### config.mk
export PLATFORM = sky130hd
export DESIGN_NAME = rtc_bcd_core
export DESIGN_NICKNAME = d
export VERILOG_FILES = /design/src/rtl/rtc_core_pkg.sv /design/src/rtl/rtc_prescaler.sv /design/src/rtl/rtc_calendar.sv /design/src/rtl/rtc_alarm_match.sv /design/src/rtl/rtc_bcd_core.sv
export SDC_FILE = /design/constraint.sdc
export NUM_CORES = 1
export LEC_CHECK = 0
export BUFFER_PORTS_ARGS = -buffer_cell sky130_fd_sc_hd__buf_4
export CORE_MARGIN = 5
export CORE_UTILIZATION = 40
export CTS_BUF_LIST = sky130_fd_sc_hd__clkbuf_8
export CTS_CLUSTER_DIAMETER = 100
export DETAILED_ROUTE_END_ITERATION = 6
export SYNTH_ARGS = -nofsm -noshare
export SYNTH_HDL_FRONTEND = slang
export SYNTH_SLANG_ARGS = --single-unit
### constraint.sdc
create_clock -name clk -period 9.5 [get_ports clk]
set_input_delay 1.9 -clock clk [delete_from_list [all_inputs] [get_ports clk]]
set_output_delay 1.9 -clock clk [all_outputs]
set_load 0.1 [all_outputs]
### src/rtl/rtc_core_pkg.sv
`timescale 1ns/10ps
// Shared types, register offsets and BCD helpers for the calendar clock.
// Assumes every BCD byte written by software holds valid digits.
package rtc_core_pkg;

    // Calendar fields, seconds in the low byte so field index i = bits [8i+:8].
    typedef struct packed {
        logic [7:0] year;
        logic [7:0] mon;
        logic [7:0] day;
        logic [7:0] hour;
        logic [7:0] min;
        logic [7:0] sec;
    } rtc_date_t;

    localparam int NUM_DATE_FIELDS = 6;
    localparam logic [2:0] FLD_WEEK = 3'd6;

    localparam logic [7:0] OFS_CTRL = 8'h40;
    localparam logic [7:0] OFS_STAT = 8'h44;
    localparam logic [7:0] OFS_IEN  = 8'h48;

    // Add one to a two-digit BCD value (no range wrap).
    function automatic logic [7:0] bcd_inc(input logic [7:0] v);
        if (v[3:0] >= 4'd9) return {v[7:4] + 4'd1, 4'd0};
        return {v[7:4], v[3:0] + 4'd1};
    endfunction

    // Two-digit BCD to binary.
    function automatic logic [6:0] bcd_to_bin(input logic [7:0] v);
        return 7'(v[7:4]) * 7'd10 + 7'(v[3:0]);
    endfunction

    // Last day (BCD) of a BCD month in a BCD year.
    function automatic logic [7:0] month_last_day(input logic [7:0] mon, input logic [7:0] year);
        logic [6:0] ybin;
        ybin = bcd_to_bin(year);
        case (mon)
            8'h02:                      return (ybin[1:0] == 2'b00) ? 8'h29 : 8'h28;
            8'h04, 8'h06, 8'h09, 8'h11: return 8'h30;
            default:                    return 8'h31;
        endcase
    endfunction

endpackage

### src/rtl/rtc_prescaler.sv
`timescale 1ns/10ps
// Divides the input clock by PRESCALE and flags the last cycle of each
// period. That cycle is both the busy window and the update strobe.
// Assumes PRESCALE >= 2. The count is held at zero while stopped, and a
// restart pulse also clears it.
module rtc_prescaler #(
    parameter int PRESCALE = 32768
) (
    input  logic clk,
    input  logic rst_n,
    input  logic run,
    input  logic restart,
    output logic update_due
);
    localparam int CNT_W = (PRESCALE > 1) ? $clog2(PRESCALE) : 1;
    localparam logic [CNT_W-1:0] LAST = CNT_W'(PRESCALE - 1);

    logic [CNT_W-1:0] cnt_q;

    // Period counter: clear when stopped, restarted or at end of period.
    always_ff @(posedge clk) begin
        if (!rst_n)                              cnt_q <= '0;
        else if (!run || restart || cnt_q == LAST) cnt_q <= '0;
        else                                     cnt_q <= cnt_q + 1'b1;
    end

    assign update_due = run && (cnt_q == LAST);

    AST_TICK_SPACING: assert property (@(posedge clk) disable iff (!rst_n)
        update_due |=> !update_due);

endmodule

### src/rtl/rtc_calendar.sv
`timescale 1ns/10ps
// BCD calendar registers with their next-second values. On an update the
// next values load. A bus write to one field overrides that field only.
// Assumes written values are valid BCD inside each field's range.
module rtc_calendar
    import rtc_core_pkg::*;
(
    input  logic       clk,
    input  logic       rst_n,
    input  logic       tick,
    input  logic       wr_en,
    input  logic [2:0] wr_field,
    input  logic [7:0] wr_data,
    output rtc_date_t  cur,
    output logic [7:0] week,
    output rtc_date_t  nxt,
    output logic       ev_min,
    output logic       ev_hour,
    output logic       ev_day
);
    logic [7:0] last_day;
    logic [7:0] week_nxt;
    logic sec_wrap, min_wrap, hour_wrap, day_wrap, mon_wrap;

    // Next-second calendar value and carry chain.
    always_comb begin
        last_day  = month_last_day(cur.mon, cur.year);
        sec_wrap  = (cur.sec >= 8'h59);
        min_wrap  = sec_wrap  && (cur.min  >= 8'h59);
        hour_wrap = min_wrap  && (cur.hour >= 8'h23);
        day_wrap  = hour_wrap && (cur.day  >= last_day);
        mon_wrap  = day_wrap  && (cur.mon  >= 8'h12);
        nxt       = cur;
        nxt.sec   = sec_wrap ? 8'h00 : bcd_inc(cur.sec);
        if (sec_wrap)  nxt.min  = min_wrap  ? 8'h00 : bcd_inc(cur.min);
        if (min_wrap)  nxt.hour = hour_wrap ? 8'h00 : bcd_inc(cur.hour);
        if (hour_wrap) nxt.day  = day_wrap  ? 8'h01 : bcd_inc(cur.day);
        if (day_wrap)  nxt.mon  = mon_wrap  ? 8'h01 : bcd_inc(cur.mon);
        if (mon_wrap)  nxt.year = (cur.year >= 8'h99) ? 8'h00 : bcd_inc(cur.year);
        week_nxt = week;
        if (hour_wrap) week_nxt = (week >= 8'h06) ? 8'h00 : week + 8'd1;
    end

    assign ev_min  = sec_wrap;
    assign ev_hour = min_wrap;
    assign ev_day  = hour_wrap;

    // Calendar registers: update first, then a bus write wins for its field.
    always_ff @(posedge clk) begin
        if (!rst_n) begin
            cur  <= '{year: 8'h00, mon: 8'h01, day: 8'h01, hour: 8'h00, min: 8'h00, sec: 8'h00};
            week <= 8'h00;
        end else begin
            if (tick) begin
                cur  <= nxt;
                week <= week_nxt;
            end
            if (wr_en) begin
                case (wr_field)
                    3'd0:    cur.sec  <= wr_data;
                    3'd1:    cur.min  <= wr_data;
                    3'd2:    cur.hour <= wr_data;
                    3'd3:    cur.day  <= wr_data;
                    3'd4:    cur.mon  <= wr_data;
                    3'd5:    cur.year <= wr_data;
                    default: week     <= wr_data;
                endcase
            end
        end
    end

    AST_FROZEN_WITHOUT_UPDATE: assert property (@(posedge clk) disable iff (!rst_n)
        (!tick && !wr_en) |=> ($stable(cur) && $stable(week)));

    AST_SEC_STAYS_BCD: assert property (@(posedge clk) disable iff (!rst_n)
        (tick && !wr_en && cur.sec <= 8'h59 && cur.sec[3:0] <= 4'd9)
        |=> (cur.sec <= 8'h59 && cur.sec[3:0] <= 4'd9));

endmodule

### src/rtl/rtc_alarm_match.sv
`timescale 1ns/10ps
// Six alarm field registers and an all-fields equality compare against a
// candidate time. Every field takes part in the compare; none can be masked.
module rtc_alarm_match
    import rtc_core_pkg::*;
(
    input  logic                              clk,
    input  logic                              rst_n,
    input  logic                              wr_en,
    input  logic [2:0]                        wr_field,
    input  logic [7:0]                        wr_data,
    input  logic [NUM_DATE_FIELDS-1:0][7:0]   cand,
    output logic [NUM_DATE_FIELDS-1:0][7:0]   alm,
    output logic                              hit
);
    logic [NUM_DATE_FIELDS-1:0] field_eq;

    for (genvar i = 0; i < NUM_DATE_FIELDS; i++) begin : g_field
        // One alarm field register, loaded by a bus write to its index.
        always_ff @(posedge clk) begin
            if (!rst_n)                                   alm[i] <= 8'h00;
            else if (wr_en && wr_field == 3'(i))          alm[i] <= wr_data;
        end
        assign field_eq[i] = (alm[i] == cand[i]);
    end

    assign hit = &field_eq;

endmodule

### src/rtl/rtc_bcd_core.sv
`timescale 1ns/10ps
// BCD calendar clock core: register decode, control, status flags,
// interrupt enables and the read mux around the prescaler, calendar
// and alarm compare. Assumes a single-cycle write strobe and a
// combinational read.
module rtc_bcd_core
    import rtc_core_pkg::*;
#(
    parameter int PRESCALE = 32768
) (
    input  logic       clk,
    input  logic       rst_n,
    input  logic       bus_wr,
    input  logic [7:0] bus_addr,
    input  logic [7:0] bus_wdata,
    output logic [7:0] bus_rdata,
    output logic       irq_timer,
    output logic       irq_alarm
);
    logic [2:0] fld;
    logic       aligned, time_sel, alm_sel, ctrl_wr, stat_wr, ien_wr, sec_wr;
    logic       run_q, busy;
    logic [1:0] ien_q;      // [0] timer, [1] alarm
    logic [3:0] ev_q;       // [0] sec, [1] min, [2] hour, [3] day
    logic       alarm_q, pwr_q;
    logic [3:0] ev_set, ev_clr;
    logic       ev_min, ev_hour, ev_day, alm_hit;
    rtc_date_t  cur, nxt;
    logic [7:0] week;
    logic [NUM_DATE_FIELDS-1:0][7:0] alm_regs;

    // Address decode.
    assign fld      = bus_addr[4:2];
    assign aligned  = (bus_addr[1:0] == 2'b00);
    assign time_sel = aligned && (bus_addr[7:5] == 3'b000) && (fld <= FLD_WEEK);
    assign alm_sel  = aligned && (bus_addr[7:5] == 3'b001) && (fld <= 3'd5);
    assign ctrl_wr  = bus_wr && (bus_addr == OFS_CTRL);
    assign stat_wr  = bus_wr && (bus_addr == OFS_STAT);
    assign ien_wr   = bus_wr && (bus_addr == OFS_IEN);
    assign sec_wr   = bus_wr && time_sel && (fld == 3'd0);

    rtc_prescaler #(.PRESCALE(PRESCALE)) u_prescaler (
        .clk(clk), .rst_n(rst_n), .run(run_q), .restart(sec_wr), .update_due(busy)
    );

    rtc_calendar u_calendar (
        .clk(clk), .rst_n(rst_n), .tick(busy),
        .wr_en(bus_wr && time_sel), .wr_field(fld), .wr_data(bus_wdata),
        .cur(cur), .week(week), .nxt(nxt),
        .ev_min(ev_min), .ev_hour(ev_hour), .ev_day(ev_day)
    );

    rtc_alarm_match u_alarm (
        .clk(clk), .rst_n(rst_n),
        .wr_en(bus_wr && alm_sel), .wr_field(fld), .wr_data(bus_wdata),
        .cand(nxt), .alm(alm_regs), .hit(alm_hit)
    );

    // Control and interrupt-enable registers.
    always_ff @(posedge clk) begin
        if (!rst_n) begin
            run_q <= 1'b0;
            ien_q <= 2'b00;
        end else begin
            if (ctrl_wr) run_q <= bus_wdata[0];
            if (ien_wr)  ien_q <= bus_wdata[3:2];
        end
    end

    // Event set and write-one-to-clear masks.
    assign ev_set = busy ? {ev_day, ev_hour, ev_min, 1'b1} : 4'b0000;
    assign ev_clr = stat_wr ? bus_wdata[5:2] : 4'b0000;

    // Status flags: a set in the same cycle wins over a clear.
    always_ff @(posedge clk) begin
        if (!rst_n) begin
            ev_q    <= 4'b0000;
            alarm_q <= 1'b0;
            pwr_q   <= 1'b1;
        end else begin
            ev_q    <= (ev_q & ~ev_clr) | ev_set;
            alarm_q <= (alarm_q && !(stat_wr && bus_wdata[6])) || (busy && alm_hit);
            pwr_q   <= pwr_q && !(stat_wr && bus_wdata[7]);
        end
    end

    // Read mux.
    always_comb begin
        bus_rdata = 8'h00;
        if (time_sel) begin
            case (fld)
                3'd0:    bus_rdata = cur.sec;
                3'd1:    bus_rdata = cur.min;
                3'd2:    bus_rdata = cur.hour;
                3'd3:    bus_rdata = cur.day;
                3'd4:    bus_rdata = cur.mon;
                3'd5:    bus_rdata = cur.year;
                default: bus_rdata = week;
            endcase
        end else if (alm_sel) begin
            bus_rdata = alm_regs[fld];
        end else if (bus_addr == OFS_CTRL) begin
            bus_rdata = {7'b0, run_q};
        end else if (bus_addr == OFS_STAT) begin
            bus_rdata = {pwr_q, alarm_q, ev_q, run_q, busy};
        end else if (bus_addr == OFS_IEN) begin
            bus_rdata = {4'b0, ien_q, 2'b00};
        end
    end

    assign irq_timer = ev_q[0] && ien_q[0];
    assign irq_alarm = alarm_q && ien_q[1];

    AST_BUSY_GUARDS_SEC: assert property (@(posedge clk) disable iff (!rst_n)
        (!busy && !sec_wr) |=> $stable(cur.sec));

    AST_ALARM_STICKY: assert property (@(posedge clk) disable iff (!rst_n)
        (alarm_q && !(stat_wr && bus_wdata[6])) |=> alarm_q);

    AST_SEC_EVENT_STICKY: assert property (@(posedge clk) disable iff (!rst_n)
        (ev_q[0] && !(stat_wr && bus_wdata[2])) |=> ev_q[0]);

endmodule

==> run_results.csv <==
group,metric,value,unit
final_layout,mostFrequentLayoutCells,"dfxtp_1, nor2_1, nand2_1, a21oi_1, o21ai_0",
logic_synthesis,synth_edf_count,0,
final_layout,fin_cells,1444,
final_layout,final_common_cell,"dfxtp_1",
cts,cts_tree,"done",
grt,grt_pass1_vias,8476,
grt,grt_pass1_wl,53530,um
timing,worstMarginPinSlew,1.110,ns
floorplan,start_util,40.55,%
drt,drt-pass1-iter-count,6,
worst_setup_path,crit_required,7.60,ns
hold_path,hold_path_class,"flip-flop to flip-flop",
drt,ant_nets,0,
grt,grt_overflow_total,0,
cts,clock-sinks,128,
pwr,switching_share,30.08,%
cts,cts_inserted_buffers,17,
floorplan,ioPinCount,29,
placed_design,place_congestion,1.024,
placed_design,place_area,0.009510,mm^2
cts,clk_pin_slew,0.09,ns
drt,wirelength,34980,um
cts,cts_hold_buf,0,
cts,cts_root_buf,"clkbuf_8",
pwr,p_per_area,108.0,mW/mm^2
placed_design,dp_hpwl,25220,um
pwr,switching_power,0.3214,mW
floorplan,rows,55,
worst_setup_path,reg2reg_to,"alarm_q",
logic_synthesis,yosysWarnings,0,
floorplan,die_area,0.02608,mm^2
final_layout,final_nets,1203,
timing,setup_violations,0,
worst_setup_path,critPathArrivalTime,4.15,ns
logic_synthesis,synth_area_per_cell,7.881,um^2
logic_synthesis,synth_nets,1222,
floorplan,die_x,161.5,um
cts,post_cts_buffers,0,
drt,num_vias,9334,
drt,wl_per_cell,24.22,um
logic_synthesis,ys_async_sr_fraction,0,%
final_layout,antennaDiodeCount,0,
outcome,run_status,"finished clean",
drt,vias_per_cell,6.464,
logic_synthesis,ys_seq_area_share,27.91,%
final_layout,design_area,0.009889,mm^2
worst_setup_path,reg2reg_slack,4.51,ns
worst_setup_path,crit_type,"input port to output port",
drt,drt_iter0_drc,1257,
cts,clockBufferDepth,2,
pwr,leakage,3.833,nW
grt,antenna_found_initial,0,
final_layout,syn_to_final_growth,7.713,%
cts,clk_latency,0.48,ns
floorplan,coreArea,0.02264,mm^2
worst_setup_path,crit_path_end_kind,"output port",
logic_synthesis,synth_cell_types,80,
worst_setup_path,worstSetupStartpoint,"bus_addr[2]",
pwr,comb_power_share,5.8,%
floorplan,fp.dieH,161.5,um
cts,h-tree-depth,4,
drt,post-route-drc-count,0,
grt,track_usage,26.66,%
pwr,fin_total_pwr,1.068,mW
timing,fmax,165.4,MHz
worst_setup_path,reg2regPathDepth,16,
pwr,irDropWorstVdd,76.18,uV
logic_synthesis,synth-seq-cells,128,
pwr,seqPwrFrac,50.4,%
final_layout,final_layout_size_suffix_gt1_share,8.628,%
timing,hold_viol,0,
logic_synthesis,synth_cells,1165,
worst_setup_path,endpoint,"bus_rdata[3]",
timing,fin_skew,0.01494,ns
worst_setup_path,r2r_start,"u_calendar.cur[33]",
timing,finalSetupTns,0,ns
logic_synthesis,synth.cell_area,0.009181,mm^2
timing,slew_viol_final,0,
worst_setup_path,critPathMaxFanout,46,
placed_design,placed_cells,1412,
cts,cts_resized,0,
grt,grt_max_degree,60,
pwr,internal-power,0.7469,mW
placed_design,io_buffers,28,
worst_setup_path,worstSetupStartpointType,"input port",
run,max_cap_violations,0,
logic_synthesis,yosys_most_used_dff,"dfxtp_1",
timing,fin_crit,6.047,ns
pwr,clkPwrFrac,43.8,%
timing,min_period_over_period,63.65,%
timing,grt_setup_unrepaired,"false",
timing,relSlewSlack,25.70,%
==> Yosys cell counts, types with 13 or more instances <==
cell type | count | area (um^2)
dfxtp_1 | 128 | 2562
mux2i_1 | 63 | 630.6
a22oi_1 | 15 | 112.6
nor2b_1 | 27 | 168.9
o211ai_1 | 22 | 165.2
nor2_1 | 124 | 465.5
o21ai_0 | 69 | 345.3
or3_1 | 14 | 87.58
nand4_1 | 19 | 118.9
xnor2_1 | 22 | 192.7
clkbuf_1 | 61 | 229.0
inv_1 | 43 | 161.4
xor2_1 | 16 | 140.1
nand3_1 | 49 | 245.2
nand2_1 | 107 | 401.6
a21oi_1 | 71 | 355.3
ha_1 | 38 | 475.5
and3_1 | 13 | 81.33
o211a_1 | 21 | 210.2
nor3_1 | 29 | 145.1
a31oi_1 | 22 | 137.6
a211oi_1 | 13 | 97.59
==> routing by layer <==
metal	GRT usage [%]	routed length [um]	vias to the layer above
met4	10.82	1482	0
met5	0	0	-
met3	4.338	3142	102
li1	-	-	4261
met1	36.64	14700	4467
met2	41.78	15660	504
==> power by group through the flow <==
| stage | Clock, mW | Sequential [mW] | Combinational, mW |
|---|---|---|---|
| floorplan | 0 | 0.550 | 0.0367 |
| global placement | 0 | 0.551 | 0.0611 |
| detailed placement | 0 | 0.551 | 0.0606 |
| CTS | 0.474 | 0.538 | 0.0610 |
| global route | 0.495 | 0.538 | 0.0648 |
| finish | 0.468 | 0.538 | 0.0623 |
==> layout make-up <==
| class | instances | area [um^2] |
|---|---|---|
| tap | 285 | 356.6 |
| clock inverter | 15 | 145.1 |
| fill | 2273 | 12750 |
| inverter | 43 | 161.4 |
| clock buffer | 17 | 234.0 |
| timing repair buffer | 33 | 247.7 |
| sequential | 128 | 2562 |
| multi-input combinational | 923 | 6182 |
==> through the flow <==
stage	util (%)	hold WS, ns	worst slack [ns]
finish	43.68	0.4517	3.453
detailed placement	42.01	0.4405	3.543
CTS	43.68	0.4535	3.526
floorplan	-	0.4226	2.042
global placement	42.01	0.4378	3.528
global route	43.68	0.4686	3.245
==> critical path, stage by stage <==
cell      delay [ns]
buf_4           0.51
nor2b_1         0.28
nor2b_1         0.69
a221oi_1        0.20
a32oi_1         0.23
buf_4           0.33
==> cells by family (layout without fill, tap and decap cells) <==
group / after synthesis / in the layout / share of synthesized area, %
buffers and inverters: 114 / 108 / 4.756
AO/OA/AOI/OAI: 319 / 319 / 23.96
flip-flops: 128 / 128 / 27.91
adder cells (fa/ha/maj): 38 / 38 / 5.179
AND/OR/NAND/NOR: 448 / 448 / 24.01
multiplexers: 79 / 79 / 10.30
XOR/XNOR: 39 / 39 / 3.884
==> how the worst min path moves through the flow <==
stage,start,to,slack (ns),cells after the start
2_1_floorplan,pwr_q,pwr_q,0.42,2
3_3_place_gp,pwr_q,pwr_q,0.44,2
3_5_place_dp,pwr_q,pwr_q,0.44,2
4_1_cts,pwr_q,pwr_q,0.45,2
5_1_grt,pwr_q,pwr_q,0.47,2
6_report,pwr_q,pwr_q,0.45,2
==> registers in the layout, indices dropped and copies added (netlist names) <==
signal             count
u_prescaler.cnt_q     15
u_calendar.week        8
pwr_q                  1
u_calendar.cur        48
run_q                  1
alarm_q                1
ien_q                  2
u_alarm.alm           48
ev_q                   4
Power figures use the tool's default switching activity.
